`src/rtl/rcb_pkg.sv`:
```
package rcb_pkg;
  localparam int REC_BYTES = 64;
  localparam int REC_BITS  = REC_BYTES * 8;
  localparam int REC_SHIFT = $clog2(REC_BYTES);

  typedef struct packed {
    logic [15:0] flags;
    logic [15:0] buf_id;
    logic [7:0]  seg_type;
    logic [15:0] hdr_len;
    logic [15:0] seg_size;
    logic [15:0] csum_start;
    logic [15:0] csum_off;
    logic [63:0] tstamp;
  } cmpl_t;

  typedef enum logic {ST_COLLECT, ST_DRAIN} bat_state_t;
endpackage

```
`src/rtl/rcb_rec_pack.sv`:
```
module rcb_rec_pack
  import rcb_pkg::*;
(
  input  cmpl_t               cmpl,
  output logic [REC_BITS-1:0] rec
);
  // Byte k of the record sits at rec[8k+7:8k]; multi-byte fields little-endian.
  always_comb begin
    rec = '0;
    rec[0*8  +: 16] = cmpl.flags;
    rec[2*8  +: 16] = cmpl.buf_id;
    rec[4*8  +: 8]  = cmpl.seg_type;
    rec[8*8  +: 16] = cmpl.hdr_len;
    rec[10*8 +: 16] = cmpl.seg_size;
    rec[12*8 +: 16] = cmpl.csum_start;
    rec[14*8 +: 16] = cmpl.csum_off;
    rec[24*8 +: 64] = cmpl.tstamp;
  end
endmodule

```
`src/rtl/rcb_rec_store.sv`:
```
module rcb_rec_store
  import rcb_pkg::*;
#(
  parameter int DEPTH = 4,
  localparam int IDX_W = (DEPTH > 1) ? $clog2(DEPTH) : 1
) (
  input  logic                clk,
  input  logic                we,
  input  logic [IDX_W-1:0]    widx,
  input  logic [REC_BITS-1:0] wdata,
  input  logic [IDX_W-1:0]    ridx,
  output logic [REC_BITS-1:0] rdata
);
  logic [REC_BITS-1:0] mem [DEPTH];

  for (genvar g = 0; g < DEPTH; g++) begin : g_slot
    always_ff @(posedge clk) begin
      if (we && (widx == IDX_W'(g))) mem[g] <= wdata;
    end
  end

  assign rdata = mem[ridx];
endmodule

```
`src/rtl/rcb_ctrl.sv`:
```
module rcb_ctrl
  import rcb_pkg::*;
#(
  parameter int ADDR_W     = 32,
  parameter int IDLE_W     = 16,
  parameter int RING_SLOTS = 16,
  parameter int MAX_RECS   = 4,
  localparam int SLOT_W = $clog2(RING_SLOTS),
  localparam int IDX_W  = (MAX_RECS > 1) ? $clog2(MAX_RECS) : 1,
  localparam int CNT_W  = $clog2(MAX_RECS + 1),
  localparam int LEN_W  = $clog2(MAX_RECS * REC_BYTES + 1)
) (
  input  logic              clk,
  input  logic              rst_n,
  input  logic [ADDR_W-1:0] ring_base,
  input  logic [IDLE_W-1:0] idle_limit,
  input  logic              in_valid,
  output logic              in_ready,
  output logic              st_we,
  output logic [IDX_W-1:0]  st_widx,
  output logic [IDX_W-1:0]  st_ridx,
  output logic              wr_valid,
  input  logic              wr_ready,
  output logic [ADDR_W-1:0] wr_addr,
  output logic [LEN_W-1:0]  wr_len,
  output logic              wr_first,
  output logic              wr_last
);
  bat_state_t        state;
  logic [CNT_W-1:0]  count;
  logic [IDX_W-1:0]  rd_idx;
  logic [SLOT_W-1:0] start_slot;
  logic [IDLE_W-1:0] idle_cnt;

  logic              accept, fire, last_beat, full_hit, ring_hit, idle_hit;
  logic [CNT_W-1:0]  cnt_inc;

  always_comb begin
    in_ready  = (state == ST_COLLECT);
    accept    = in_valid && in_ready;
    wr_valid  = (state == ST_DRAIN);
    fire      = wr_valid && wr_ready;
    cnt_inc   = count + CNT_W'(1);
    full_hit  = (32'(cnt_inc) == 32'(MAX_RECS));
    ring_hit  = (32'(start_slot) + 32'(cnt_inc)) == 32'(RING_SLOTS);
    idle_hit  = ({1'b0, idle_cnt} + (IDLE_W+1)'(1)) >= {1'b0, idle_limit};
    last_beat = (32'(rd_idx) + 32'd1) == 32'(count);
    st_we     = accept;
    st_widx   = IDX_W'(count);
    st_ridx   = rd_idx;
    wr_addr   = ring_base + (ADDR_W'(start_slot) << REC_SHIFT);
    wr_len    = LEN_W'(count) << REC_SHIFT;
    wr_first  = wr_valid && (rd_idx == '0);
    wr_last   = wr_valid && last_beat;
  end

  always_ff @(posedge clk) begin
    if (!rst_n) begin
      state      <= ST_COLLECT;
      count      <= '0;
      rd_idx     <= '0;
      start_slot <= '0;
      idle_cnt   <= '0;
    end else if (state == ST_COLLECT) begin
      if (accept) begin
        count    <= cnt_inc;
        idle_cnt <= '0;
        if (full_hit || ring_hit) state <= ST_DRAIN;
      end else if (count != '0) begin
        if (idle_hit) begin
          state    <= ST_DRAIN;
          idle_cnt <= '0;
        end else begin
          idle_cnt <= idle_cnt + IDLE_W'(1);
        end
      end
    end else if (fire) begin
      if (last_beat) begin
        state      <= ST_COLLECT;
        count      <= '0;
        rd_idx     <= '0;
        start_slot <= start_slot + SLOT_W'(count);
      end else begin
        rd_idx <= rd_idx + IDX_W'(1);
      end
    end
  end

  assert_burst_cap_R4: assert property (@(posedge clk) disable iff (!rst_n)
    wr_valid |-> (count != '0) && (32'(count) <= 32'(MAX_RECS)));

  assert_ring_end_R6: assert property (@(posedge clk) disable iff (!rst_n)
    wr_valid |-> (32'(start_slot) + 32'(count)) <= 32'(RING_SLOTS));

  assert_hold_R8: assert property (@(posedge clk) disable iff (!rst_n)
    (wr_valid && !wr_ready) |=> wr_valid && $stable(wr_addr) && $stable(wr_len) && $stable(st_ridx));

  assert_no_intake_R8: assert property (@(posedge clk) disable iff (!rst_n)
    wr_valid |-> !in_ready);

  assert_burst_ends_R10: assert property (@(posedge clk) disable iff (!rst_n)
    (wr_valid && wr_ready && wr_last) |=> !wr_valid && (count == '0));
endmodule

```
`src/rtl/rx_cmpl_batcher.sv`:
```
module rx_cmpl_batcher
  import rcb_pkg::*;
#(
  parameter int ADDR_W      = 32,
  parameter int IDLE_W      = 16,
  parameter int RING_SLOTS  = 16,
  parameter int MAX_PAYLOAD = 256,
  localparam int MAX_RECS = MAX_PAYLOAD / REC_BYTES,
  localparam int IDX_W    = (MAX_RECS > 1) ? $clog2(MAX_RECS) : 1,
  localparam int LEN_W    = $clog2(MAX_RECS * REC_BYTES + 1)
) (
  input  logic                clk,
  input  logic                rst_n,
  input  logic [ADDR_W-1:0]   ring_base,
  input  logic [IDLE_W-1:0]   idle_limit,
  input  logic                in_valid,
  output logic                in_ready,
  input  logic [15:0]         in_flags,
  input  logic [15:0]         in_buf_id,
  input  logic [7:0]          in_seg_type,
  input  logic [15:0]         in_hdr_len,
  input  logic [15:0]         in_seg_size,
  input  logic [15:0]         in_csum_start,
  input  logic [15:0]         in_csum_off,
  input  logic [63:0]         in_tstamp,
  output logic                wr_valid,
  input  logic                wr_ready,
  output logic [ADDR_W-1:0]   wr_addr,
  output logic [LEN_W-1:0]    wr_len,
  output logic                wr_first,
  output logic                wr_last,
  output logic [REC_BITS-1:0] wr_data
);
  cmpl_t               cmpl;
  logic [REC_BITS-1:0] rec;
  logic                st_we;
  logic [IDX_W-1:0]    st_widx, st_ridx;

  assign cmpl = '{flags: in_flags, buf_id: in_buf_id, seg_type: in_seg_type,
                  hdr_len: in_hdr_len, seg_size: in_seg_size,
                  csum_start: in_csum_start, csum_off: in_csum_off,
                  tstamp: in_tstamp};

  rcb_rec_pack u_pack (.cmpl(cmpl), .rec(rec));

  rcb_rec_store #(.DEPTH(MAX_RECS)) u_store (
    .clk(clk), .we(st_we), .widx(st_widx), .wdata(rec),
    .ridx(st_ridx), .rdata(wr_data)
  );

  rcb_ctrl #(.ADDR_W(ADDR_W), .IDLE_W(IDLE_W), .RING_SLOTS(RING_SLOTS),
             .MAX_RECS(MAX_RECS)) u_ctrl (
    .clk(clk), .rst_n(rst_n), .ring_base(ring_base), .idle_limit(idle_limit),
    .in_valid(in_valid), .in_ready(in_ready),
    .st_we(st_we), .st_widx(st_widx), .st_ridx(st_ridx),
    .wr_valid(wr_valid), .wr_ready(wr_ready), .wr_addr(wr_addr),
    .wr_len(wr_len), .wr_first(wr_first), .wr_last(wr_last)
  );

  assert_pad_zero_R2: assert property (@(posedge clk) disable iff (!rst_n)
    wr_valid |-> (wr_data[5*8 +: 24] == '0) && (wr_data[16*8 +: 64] == '0)
                 && (wr_data[REC_BITS-1:32*8] == '0));

  assert_len_whole_R3: assert property (@(posedge clk) disable iff (!rst_n)
    wr_valid |-> (wr_len[REC_SHIFT-1:0] == '0) && (wr_len != '0));

  assert_data_hold_R8: assert property (@(posedge clk) disable iff (!rst_n)
    (wr_valid && !wr_ready) |=> $stable(wr_data) && $stable(wr_first) && $stable(wr_last));
endmodule

```
`config.mk`:
```
export PLATFORM = sky130hd
export DESIGN_NAME = rx_cmpl_batcher
export DESIGN_NICKNAME = d
export VERILOG_FILES = /design/src/rtl/rcb_pkg.sv /design/src/rtl/rcb_rec_pack.sv /design/src/rtl/rcb_rec_store.sv /design/src/rtl/rcb_ctrl.sv /design/src/rtl/rx_cmpl_batcher.sv
export SDC_FILE = /design/constraint.sdc
export NUM_CORES = 1
export LEC_CHECK = 0
export ABC_CLOCK_PERIOD_IN_PS = 6050
export BUFFER_PORTS_ARGS = -buffer_cell sky130_fd_sc_hd__buf_4
export CAP_MARGIN = 0
export CORE_AREA = 8 8 297 299
export CTS_CLUSTER_DIAMETER = 150
export DETAILED_ROUTE_END_ITERATION = 12
export DIE_AREA = 0 0 305 307
export GPL_ROUTABILITY_DRIVEN = 1
export REMOVE_ABC_BUFFERS = 1
export SYNTH_ARGS = -nofsm -noshare
export SYNTH_HDL_FRONTEND = slang
export SYNTH_SLANG_ARGS = --single-unit
```
`constraint.sdc`:
```
create_clock -name clk -period 6.05 [get_ports clk]
set_input_delay 1.5125 -clock clk [delete_from_list [all_inputs] [get_ports clk]]
set_output_delay 1.5125 -clock clk [all_outputs]
set_load 0.005 [all_outputs]
```
==> impl_metrics.csv, run 1 <==
group,metric,value,unit
clocking,numCtsBuffers,77,
clocking,numClockSinks,700,
timing,postLayoutSetupSlackWorst,984,ps
global_routing,antenna_violations_before_repair,5,
clocking,holdBufCountCts,0,
synthesis,ys_warn_count,0,
power_and_ir_drop,power_density,308,nW/µm²
synthesis,synthCells,1558,
clocking,h-tree-depth,3,
die,initial_core_utilization,35.4,%
clocking,post_cts.resized_instances,0,
synthesis,postSynthRegisterBits,700,
critical_path,reg2reg_setup_slack,2450,ps
critical_path,worstReg2RegEnd,"u_ctrl.wr_valid$_SDFF_PN0_",
routing,vias,14170,
critical_path,crit_required,4540,ps
timing,slew_headroom,41.0,%
placed_design,dp_worst_setup_slack,995,ps
critical_path,critPathLaunchType,"primary input",
routing,final_antenna_net_count,0,
critical_path,r2r.worst_path.cells,11,
timing,setup_repair_after_global_routing_missed_its_margin,"no",
routing,detail_route.drc_violations,0,
placed_design,placement.io_buffers,414,
clocking,tritoncts_clock_tree,"done",
timing,min_period,5070,ps
timing,setup-tns-final,0,ps
timing,fin_hold_ws,507,ps
cells_and_area,syn_to_final_growth,19.5,%
routing,drt-total-wl,67200,µm
routing,viasPerCell,4.48,
global_routing,globalRouteTotalUtil,13.8,%
synthesis,syn-cell-area,29400,µm²
critical_path,endpoint_kind,"output pin",
routing,drt-initial-drc-count,704,
power_and_ir_drop,total_leakage_power,12.7,nW
synthesis,ys_async_sr_fraction,0,%
cells_and_area,drive_gt1_share,34.7,%
global_routing,maximum_number_of_pins_on_one_net_before_global_route_repair,98,
placed_design,finalWeightedCongestion,0.870,
worst_hold_path,holdPathEnd,"u_ctrl.idle_cnt[8]$_SDFFE_PN0P_",
timing,period_share,83.7,%
job,max_cap_viol_count,0,
synthesis,yosys.cell_types.count,48,
critical_path,path_class,"primary input to output pin",
die,pin_count,777,
timing,fin_worst_skew,18.6,ps
placed_design,dpl.hpwl,45800,µm
timing,final_hold_viol_count,0,
die,fp.dieArea,93600,µm²
critical_path,largest_fanout_of_any_net_on_the_critical_path,6,
clocking,clk_pin_slew,60,ps
worst_hold_path,hold_path_startpoint,"u_ctrl.idle_cnt[8]$_SDFFE_PN0P_",
routing,drt_first_pass_iters,5,
timing,worst-slew-pin-transition,885,ps
synthesis,commonest_register_cell_after_synthesis,"edfxtp_1",
cells_and_area,net_count_of_the_finished_layout,2273,
routing,wire_per_inst,21.2,µm
die,row_count,106,
synthesis,number_of_enable_type_register_cells_in_the_synthesized_netlist,672,
global_routing,grt_pass1_vias,15534,
synthesis,postSynthAreaPerCell,18.9,µm²
global_routing,global_route_wire_length_before_repair,100000,µm
critical_path,cp.arrival,3550,ps
power_and_ir_drop,vdd.ir_drop.worst,0.171,mV
clocking,clock_insertion_delay_worst_skew,600,ps
die,floorplan.die.width,305,µm
synthesis,seq_area_frac_synth,70.5,%
critical_path,critical_path.reg2reg.startpoint,"u_ctrl.idle_cnt[0]$_SDFFE_PN0P_",
worst_hold_path,hp-class,"flop to flop",
die,die_height,307,µm
worst_hold_path,hold_path_depth,1,
timing,timing.fmax,197,MHz
clocking,ctsRootBufferMaster,"clkbuf_16",
clocking,cts-root-to-sink-buffers,3,
clocking,postCtsSetupBuffers,0,
run_status,outcome,"finished, final reports clean",
die,core-area,83200,µm²
timing,timing_max_transition_violations_final,0,
global_routing,grt_remaining_overflow,0,
timing,final_setup_violations,0,
cells in the final DEF, fill, tap and decap left out, types with 8 or more instances in the layout:
cell | synthesis | final
nor2_1 | 17 | 17
dfxtp_1 | 28 | 26
buf_4 | 356 | 418
a32o_1 | 10 | 10
conb_1 | 1 | 350
nand3_1 | 19 | 19
nor3_1 | 10 | 10
clkinv_1 | 0 | 16
xor2_1 | 15 | 15
a21oi_1 | 13 | 13
xnor2_1 | 25 | 25
buf_12 | 0 | 13
clkbuf_1 | 16 | 17
o21ai_0 | 8 | 8
edfxtp_1 | 672 | 672
nand2_1 | 28 | 28
inv_1 | 32 | 32
mux4_2 | 168 | 168
nand4_1 | 8 | 8
clkbuf_16 | 0 | 78
ha_1 | 34 | 34
clkinv_2 | 0 | 11
and2_1 | 12 | 8
worst max-delay path, cell delays in order:
cell,delay [ps]
buf_4,130
ha_1,270
a21o_1,110
a21oi_1,80
o21bai_1,440
nand2_1,290
or3_1,430
xnor2_1,160
buf_4,140
cells in the mapped netlist (all sizes together), types with 4 or more instances:
| cell type | instances | area share (%) |
|---|---|---|
| o21ai | 8 | 0.14 |
| a32o | 10 | 0.34 |
| nor2b | 6 | 0.13 |
| a21oi | 13 | 0.22 |
| buf | 384 | 9.5 |
| mux4 | 168 | 13 |
| nand2 | 28 | 0.36 |
| clkbuf | 17 | 0.22 |
| nor3 | 10 | 0.17 |
| and3 | 6 | 0.13 |
| edfxtp | 672 | 69 |
| and2 | 12 | 0.26 |
| a21boi | 5 | 0.13 |
| xnor2 | 25 | 0.74 |
| nor2 | 17 | 0.22 |
| nand3 | 19 | 0.32 |
| nand4 | 9 | 0.21 |
| ha | 34 | 1.4 |
| dfxtp | 28 | 1.9 |
| xor2 | 15 | 0.45 |
| inv | 32 | 0.41 |
| nand2b | 4 | 0.085 |
stage by stage:
| step | cell area, µm² | utilization (%) | cells | power [mW] |
|---|---|---|---|---|
| 2_1_floorplan | 27900 | - | 1506 | 5.93 |
| 3_3_place_gp | 32600 | 39.2 | 3017 | 6.32 |
| 3_5_place_dp | 32600 | 39.2 | 3017 | 6.34 |
| 4_1_cts | 35100 | 42.3 | 3159 | 11.0 |
| 5_1_grt | 35100 | 42.3 | 3159 | 11.2 |
| 6_report | 35200 | 42.3 | 3162 | 10.8 |
state kept, by name (all words and copies together), names as in the netlist, named ones only:
signal / cells
u_ctrl.count: 3
u_ctrl.idle_cnt: 16
u_ctrl.st_ridx: 2
u_ctrl.start_slot: 4
u_ctrl.wr_valid: 1
u_store.mem: 672
worst max-delay path by stage:
stage	from	endpoint	cells after the start
6_report	ring_base[7]	wr_addr[25]	9
4_1_cts	ring_base[7]	wr_addr[25]	9
3_3_place_gp	ring_base[7]	wr_addr[25]	9
2_1_floorplan	flop	wr_data[0]	1
3_5_place_dp	ring_base[7]	wr_addr[25]	9
5_1_grt	ring_base[7]	wr_addr[25]	9
cell type report:
type                            count  area, µm²
Clock inverter                     45        485
Antenna cell                        3       7.51
Sequential cell                   700      20700
Multi-Input combinational cell    774       7000
Timing Repair Buffer              431       3400
Clock buffer                       97       2040
Inverter                           32        120
Tap cell                         1080       1350
Fill cell                        7313      48000
cells by family (layout without fill, tap and decap cells):
family                     Yosys count  after routing  share of synthesized area, %
buffers and inverters              433            605                          10.2
adders and majority gates           37             37                          1.65
and+or+nand+nor                    124            124                          2.22
muxes                              168            168                          12.9
other                                1            353                        0.0128
xor gates and xnor gates            40             40                          1.19
DFF                                700            700                          70.5
AOI/OAI and AO/OA                   55             55                          1.37
power breakdown:
part           switching [mW]  internal, mW
logic                   0.375         0.316
registers              0.0374          5.51
clock network            1.90          2.68
per-layer routing:
metal | track usage (%) | part of all wire (%)
met3 | 5.37 | 8.2
met2 | 24.7 | 53
met4 | 2.96 | 1.6
met1 | 15.7 | 37
met5 | 0 | 0.019
Power figures use the tool's default switching activity.
==> run 2, diff against run 1 <==
- ABC_CLOCK_PERIOD_IN_PS: 6050 -> 4700
- clock period: 6.05 -> 4.7 ns (I/O delays scaled with it)
==> impl_metrics.csv, run 2 (synthesis results as in run 1) <==
group,metric,value,unit
run_status,outcome,"finished, final reports clean",
die,pin_count,777,
die,core-area,83200,µm²
timing,final_hold_viol_count,0,
cells_and_area,layout.cells.most_common,"edfxtp_1",
timing,postLayoutSetupSlackWorst,454,ps
power_and_ir_drop,vdd.ir_drop.worst,0.245,mV
power_and_ir_drop,power_density,392,nW/µm²
routing,viasPerCell,4.52,
timing,fin_worst_skew,26.8,ps
critical_path,largest_fanout_of_any_net_on_the_critical_path,4,
clocking,holdBufCountCts,0,
routing,drt-initial-drc-count,802,
global_routing,maximum_number_of_pins_on_one_net_before_global_route_repair,50,
power_and_ir_drop,internal_power,10.9,mW
critical_path,cp.arrival,3070,ps
clocking,post_cts.resized_instances,0,
power_and_ir_drop,power.switching,3.03,mW
clocking,numCtsBuffers,78,
cells_and_area,net_count_of_the_finished_layout,2306,
clocking,postCtsSetupBuffers,0,
critical_path,path_class,"primary input to output pin",
timing,fin_hold_ws,503,ps
placed_design,finalWeightedCongestion,0.907,
critical_path,endpoint_kind,"output pin",
timing,final_setup_violations,0,
global_routing,grt_remaining_overflow,0,
clocking,clock_insertion_delay_worst_skew,610,ps
clocking,ctsRootBufferMaster,"clkbuf_16",
worst_hold_path,hp-class,"flop to flop",
cells_and_area,most-common-layout-cells,"edfxtp_1, buf_4, conb_1",
routing,drt_first_pass_iters,5,
global_routing,antenna_violations_before_repair,7,
routing,detail_route.drc_violations,0,
routing,final_antenna_net_count,0,
placed_design,dp_worst_setup_slack,487,ps
clocking,tritoncts_clock_tree,"done",
clocking,h-tree-depth,3,
cells_and_area,finalInstanceArea,35400,µm²
clocking,cts-root-to-sink-buffers,3,
die,row_count,106,
cells_and_area,register_containing_the_most_flip_flops_in_the_final_layout,"u_store.mem",
timing,timing.fmax,236,MHz
placed_design,dpl.hpwl,48500,µm
timing,setup_repair_after_global_routing_missed_its_margin,"no",
global_routing,global_route_wire_length_before_repair,102000,µm
placed_design,placed_area,32900,µm²
timing,min_period,4250,ps
power_and_ir_drop,total_leakage_power,12.8,nW
die,fp.dieArea,93600,µm²
timing,slew_headroom,34.9,%
cells_and_area,drive_gt1_share,35.7,%
placed_design,placed_cells,3049,
timing,setup-tns-final,0,ps
cells_and_area,largest_reg_flops,672,
job,max_cap_viol_count,0,
cells_and_area,largest_registers,"u_store.mem x672, u_ctrl.idle_cnt x16, u_ctrl.start_slot x4",
power_and_ir_drop,switching_share,21.8,%
power_and_ir_drop,proportion_of_power_drawn_by_the_clock_network,42.0,%
timing,timing_max_transition_violations_final,0,
timing,worst-slew-pin-transition,976,ps
critical_path,critPathLaunchType,"primary input",
global_routing,grt_pass1_vias,15991,
power_and_ir_drop,power_frac_seq,51.3,%
power_and_ir_drop,power_frac_comb,6.6,%
timing,period_share,90.3,%
routing,drt-total-wl,69500,µm
cells_and_area,syn_to_final_growth,20.4,%
placed_design,placement.io_buffers,414,
cells_and_area,layout.core_utilization,42.6,%
routing,vias,14451,
cells_and_area,finalNonFillerCells,3198,
routing,wire_per_inst,21.7,µm
power_and_ir_drop,totalPowerFinal,13.9,mW
critical_path,crit_required,3520,ps
die,initial_core_utilization,35.4,%
die,floorplan.die.width,305,µm
clocking,numClockSinks,700,
die,die_height,307,µm
global_routing,globalRouteTotalUtil,14.2,%
clocking,clk_pin_slew,60,ps
-- run 2: changes by cell type in the layout (fill, tap and decap cells not counted), moves of 2 or more --
cell,before,now
buf_12,13,15
buf_4,418,448
bufinv_16,6,3
clkinv_2,11,8
clkinvlp_4,4,6
diode_2,3,5
inv_6,1,5
-- run 2: critical path: stages --
cell and delay [ps]:
buf_4 80, ha_1 150, inv_1 60, fa_1 400, nor2b_1 120, o21a_1 130, o21ai_0 190, nor2_1 310
nand4_1 150, xnor2_1 180, buf_4 140
-- run 2: path summary, 6_finish.rpt --
check | start | end | slack [ps] | depth (start not counted)
max | ring_base[6] | wr_addr[30] | 450 | 11
min | u_ctrl.idle_cnt[8]$_SDFFE_PN0P_ | u_ctrl.idle_cnt[8]$_SDFFE_PN0P_ | 500 | 1
max reg2reg | u_ctrl.idle_cnt[0]$_SDFFE_PN0P_ | u_ctrl.wr_valid$_SDFF_PN0_ | 1130 | 11
min reg2reg | u_ctrl.idle_cnt[8]$_SDFFE_PN0P_ | u_ctrl.idle_cnt[8]$_SDFFE_PN0P_ | 500 | 1
-- run 2: power by group through the flow --
stage	sequential, mW	clock, mW	combinational, mW
after floorplan	7.29	0	0.343
after global placement	7.25	0	0.905
after CTS	7.14	6.04	0.927
final	7.13	5.84	0.920
after global routing	7.15	6.27	1.01
after detailed placement	7.27	0	0.923
-- run 2: layer usage --
metal | share of wire, % | global-route usage [%] | wire (µm) | vias to the layer above
li1 | - | - | - | 6361
met1 | 36 | 15.4 | 25300 | 7450
met2 | 53 | 25.8 | 36900 | 550
met3 | 8.6 | 5.63 | 5990 | 88
met4 | 1.9 | 3.73 | 1300 | 2
met5 | 0.019 | 0 | 13 | -
-- run 2: area by class of cell --
cell class                 instances  area, µm²
tap                             1080       1350
sequential                       700      20700
multi-input combinational        774       7000
timing repair buffer             463       3660
clock buffer                      98       2080
fill                            7307      47800
inverter                          32        120
clock inverter                    46        424
antenna                            5       12.5
==> run 3, diff against run 2 <==
- ABC_AREA: default -> 1
- CORE_AREA: 8 8 297 299 -> 8 8 293 295
- DIE_AREA: 0 0 305 307 -> 0 0 301 303
==> impl_metrics.csv, run 3 <==
group,metric,value,unit
cells_and_area,finalNonFillerCells,3961,
clocking,numClockSinks,700,
synthesis,synth_mux_area_share,0,%
critical_path,critPathLaunchType,"primary input",
clocking,cts-root-to-sink-buffers,3,
global_routing,maximum_number_of_pins_on_one_net_before_global_route_repair,201,
cells_and_area,most-common-layout-cells,"edfxtp_1, buf_4, nor2_1",
placed_design,dpl.hpwl,49100,µm
synthesis,yosys.area.top_type,"edfxtp_1",
clocking,postCtsSetupBuffers,0,
synthesis,yosys.area_share.adder,1.60,%
synthesis,number_of_enable_type_register_cells_in_the_synthesized_netlist,672,
timing,slew_headroom,18.3,%
critical_path,path_class,"primary input to output pin",
clocking,h-tree-depth,3,
routing,drt-total-wl,76300,µm
clocking,numCtsBuffers,76,
die,die_height,303,µm
critical_path,reg2reg_setup_slack,1890,ps
die,core-area,81200,µm²
synthesis,synthTopCellsByArea,"edfxtp_1, buf_4, o21ai_0",
power_and_ir_drop,power_density,387,nW/µm²
timing,final_hold_viol_count,0,
global_routing,grt_pass1_vias,17831,
die,initial_core_utilization,37.3,%
timing,min_period,4170,ps
synthesis,synthXorXnorAreaFrac,0.955,%
synthesis,post_synth_and_or_nand_nor_area_fraction,7.66,%
synthesis,postSynthRegisterBits,700,
placed_design,finalWeightedCongestion,0.774,
timing,timing_max_transition_violations_final,0,
power_and_ir_drop,totalPowerFinal,13.9,mW
run_status,outcome,"finished, final reports clean",
placed_design,placed_cells,3817,
timing,timing.fmax,240,MHz
power_and_ir_drop,vdd.ir_drop.worst,0.315,mV
routing,vias,18603,
clocking,clock_insertion_delay_worst_skew,620,ps
synthesis,yosys.cell_types.count,39,
die,row_count,105,
critical_path,cp.arrival,2990,ps
synthesis,synth_compound_gate_area_share,9.92,%
critical_path,r2r.worst_path.cells,16,
job,max_cap_viol_count,0,
clocking,tritoncts_clock_tree,"done",
cells_and_area,syn_to_final_growth,18.4,%
global_routing,globalRouteTotalUtil,15.6,%
synthesis,postSynthAreaPerCell,12.5,µm²
routing,viasPerCell,4.70,
synthesis,commonest_register_cell_after_synthesis,"edfxtp_1",
timing,final_setup_violations,0,
critical_path,critical_path.reg2reg.startpoint,"u_ctrl.idle_cnt[0]$_SDFFE_PN0P_",
clocking,ctsRootBufferMaster,"clkbuf_16",
critical_path,endpoint_kind,"output pin",
timing,setup_repair_after_global_routing_missed_its_margin,"no",
worst_hold_path,hp-class,"flop to flop",
synthesis,post_synth_most_frequent_cells,"edfxtp_1, nor2_1, buf_4",
cells_and_area,drive_gt1_share,20.4,%
routing,final_antenna_net_count,0,
critical_path,crit_required,3520,ps
synthesis,ys_async_sr_fraction,0,%
timing,fin_worst_skew,30.8,ps
clocking,clk_pin_slew,60,ps
synthesis,seq_area_frac_synth,68.5,%
cells_and_area,register_containing_the_most_flip_flops_in_the_final_layout,"u_store.mem",
synthesis,ys_warn_count,0,
synthesis,synth.most_common_cell,"edfxtp_1",
global_routing,global_route_wire_length_before_repair,110000,µm
placed_design,placement.io_buffers,414,
critical_path,worstReg2RegEnd,"u_ctrl.idle_cnt[6]$_SDFFE_PN0P_",
clocking,post_cts.resized_instances,0,
cells_and_area,layout.cells.most_common,"edfxtp_1",
power_and_ir_drop,total_leakage_power,13.6,nW
global_routing,antenna_violations_before_repair,13,
cells_and_area,largest_registers,"u_store.mem x672, u_ctrl.idle_cnt x16, u_ctrl.start_slot x4",
critical_path,worst_setup_path_startpoint,"ring_base[6]",
routing,wire_per_inst,19.3,µm
synthesis,syn-cell-area,30300,µm²
timing,period_share,88.6,%
cells_and_area,net_count_of_the_finished_layout,3082,
routing,drt-initial-drc-count,1031,
critical_path,largest_fanout_of_any_net_on_the_critical_path,4,
synthesis,synthCells,2426,
routing,drt_first_pass_iters,5,
cells_and_area,largest_reg_flops,672,
synthesis,synth_largest_type_area_fraction,66.7,%
timing,worst-slew-pin-transition,1230,ps
clocking,holdBufCountCts,0,
routing,detail_route.drc_violations,0,
die,fp.dieArea,91200,µm²
die,floorplan.die.width,301,µm
critical_path,worstSetupEndpoint,"wr_addr[30]",
synthesis,synth_top_family_by_area,"buffers and inverters",
die,pin_count,777,
global_routing,grt_remaining_overflow,0,
==> run 3: changes by cell type after synthesis, sizes merged, moves of 45 or more <==
cell	delta
nor2	+365
o21ai	+337
mux4	-168
o22ai	+168
nand2	+78
clkbuf	+77
inv	+45
==> run 3: cell families after synthesis <==
logic type | after synthesis
AND/OR/NAND/NOR | 552
other | 1
XOR/XNOR | 33
AO/OA/AOI/OAI | 554
adder cells (fa/ha/maj) | 37
flip-flops | 700
buffers and inverters | 549
==> run 3: worst min-delay path by stage <==
stage	cells after the start	startpoint	end
after global placement	2	u_ctrl.idle_cnt[1]$_SDFFE_PN0P_	u_ctrl.idle_cnt[1]$_SDFFE_PN0P_
final	2	u_ctrl.idle_cnt[1]$_SDFFE_PN0P_	u_ctrl.idle_cnt[1]$_SDFFE_PN0P_
after CTS	2	u_ctrl.idle_cnt[1]$_SDFFE_PN0P_	u_ctrl.idle_cnt[1]$_SDFFE_PN0P_
after floorplan	2	u_ctrl.idle_cnt[1]$_SDFFE_PN0P_	u_ctrl.idle_cnt[1]$_SDFFE_PN0P_
after global routing	2	u_ctrl.idle_cnt[1]$_SDFFE_PN0P_	u_ctrl.idle_cnt[1]$_SDFFE_PN0P_
after detailed placement	2	u_ctrl.idle_cnt[1]$_SDFFE_PN0P_	u_ctrl.idle_cnt[1]$_SDFFE_PN0P_
==> run 3: per-stage QoR <==
stage	util, %	hold WS (ps)	instance area (µm²)	setup WS (ps)	setup TNS (ps)
6_report	44.1	490	35800	534	0
5_1_grt	44.1	512	35800	380	0
4_1_cts	44.1	492	35800	504	0
3_5_place_dp	41.1	483	33400	511	0
3_3_place_gp	41.1	480	33400	522	0
2_1_floorplan	-	462	28400	-7130	-4079060
==> run 3: worst max-delay path, stage by stage <==
cell      delay (ps)
buf_4             80
ha_1             160
inv_1             60
fa_1             400
nand3b_1         180
nand2_1          180
nand3_4          150
nor2_8           150
nand3_4           80
nor2_2           100
xor2_1           150
buf_4            130
==> run 3: where the power goes <==
part	total (mW)	leakage [nW]	switching (mW)	internal [mW]
combinational	0.911	6.00	0.555	0.356
sequential	7.15	6.40	0.0484	7.10
clock	5.80	1.19	2.47	3.33
==> run 3: metal layers <==
| metal | wire (µm) | up-vias | track usage (%) |
|---|---|---|---|
| li1 | - | 8805 | - |
| met1 | 28700 | 9068 | 17.8 |
| met2 | 37900 | 596 | 26.4 |
| met3 | 7480 | 120 | 6.08 |
| met4 | 2150 | 14 | 5.61 |
| met5 | 93 | - | 0 |
==> run 3: final cells by class <==
| class | instances | area, µm² |
|---|---|---|
| flip-flops and latches | 700 | 20700 |
| well taps | 1070 | 1340 |
| inverters | 77 | 299 |
| fillers | 7410 | 45300 |
| diodes | 6 | 15.0 |
| multi-input cells | 1526 | 7440 |
| clock buffers | 92 | 1980 |
| repair buffers | 444 | 3530 |
| clock inverters | 46 | 483 |
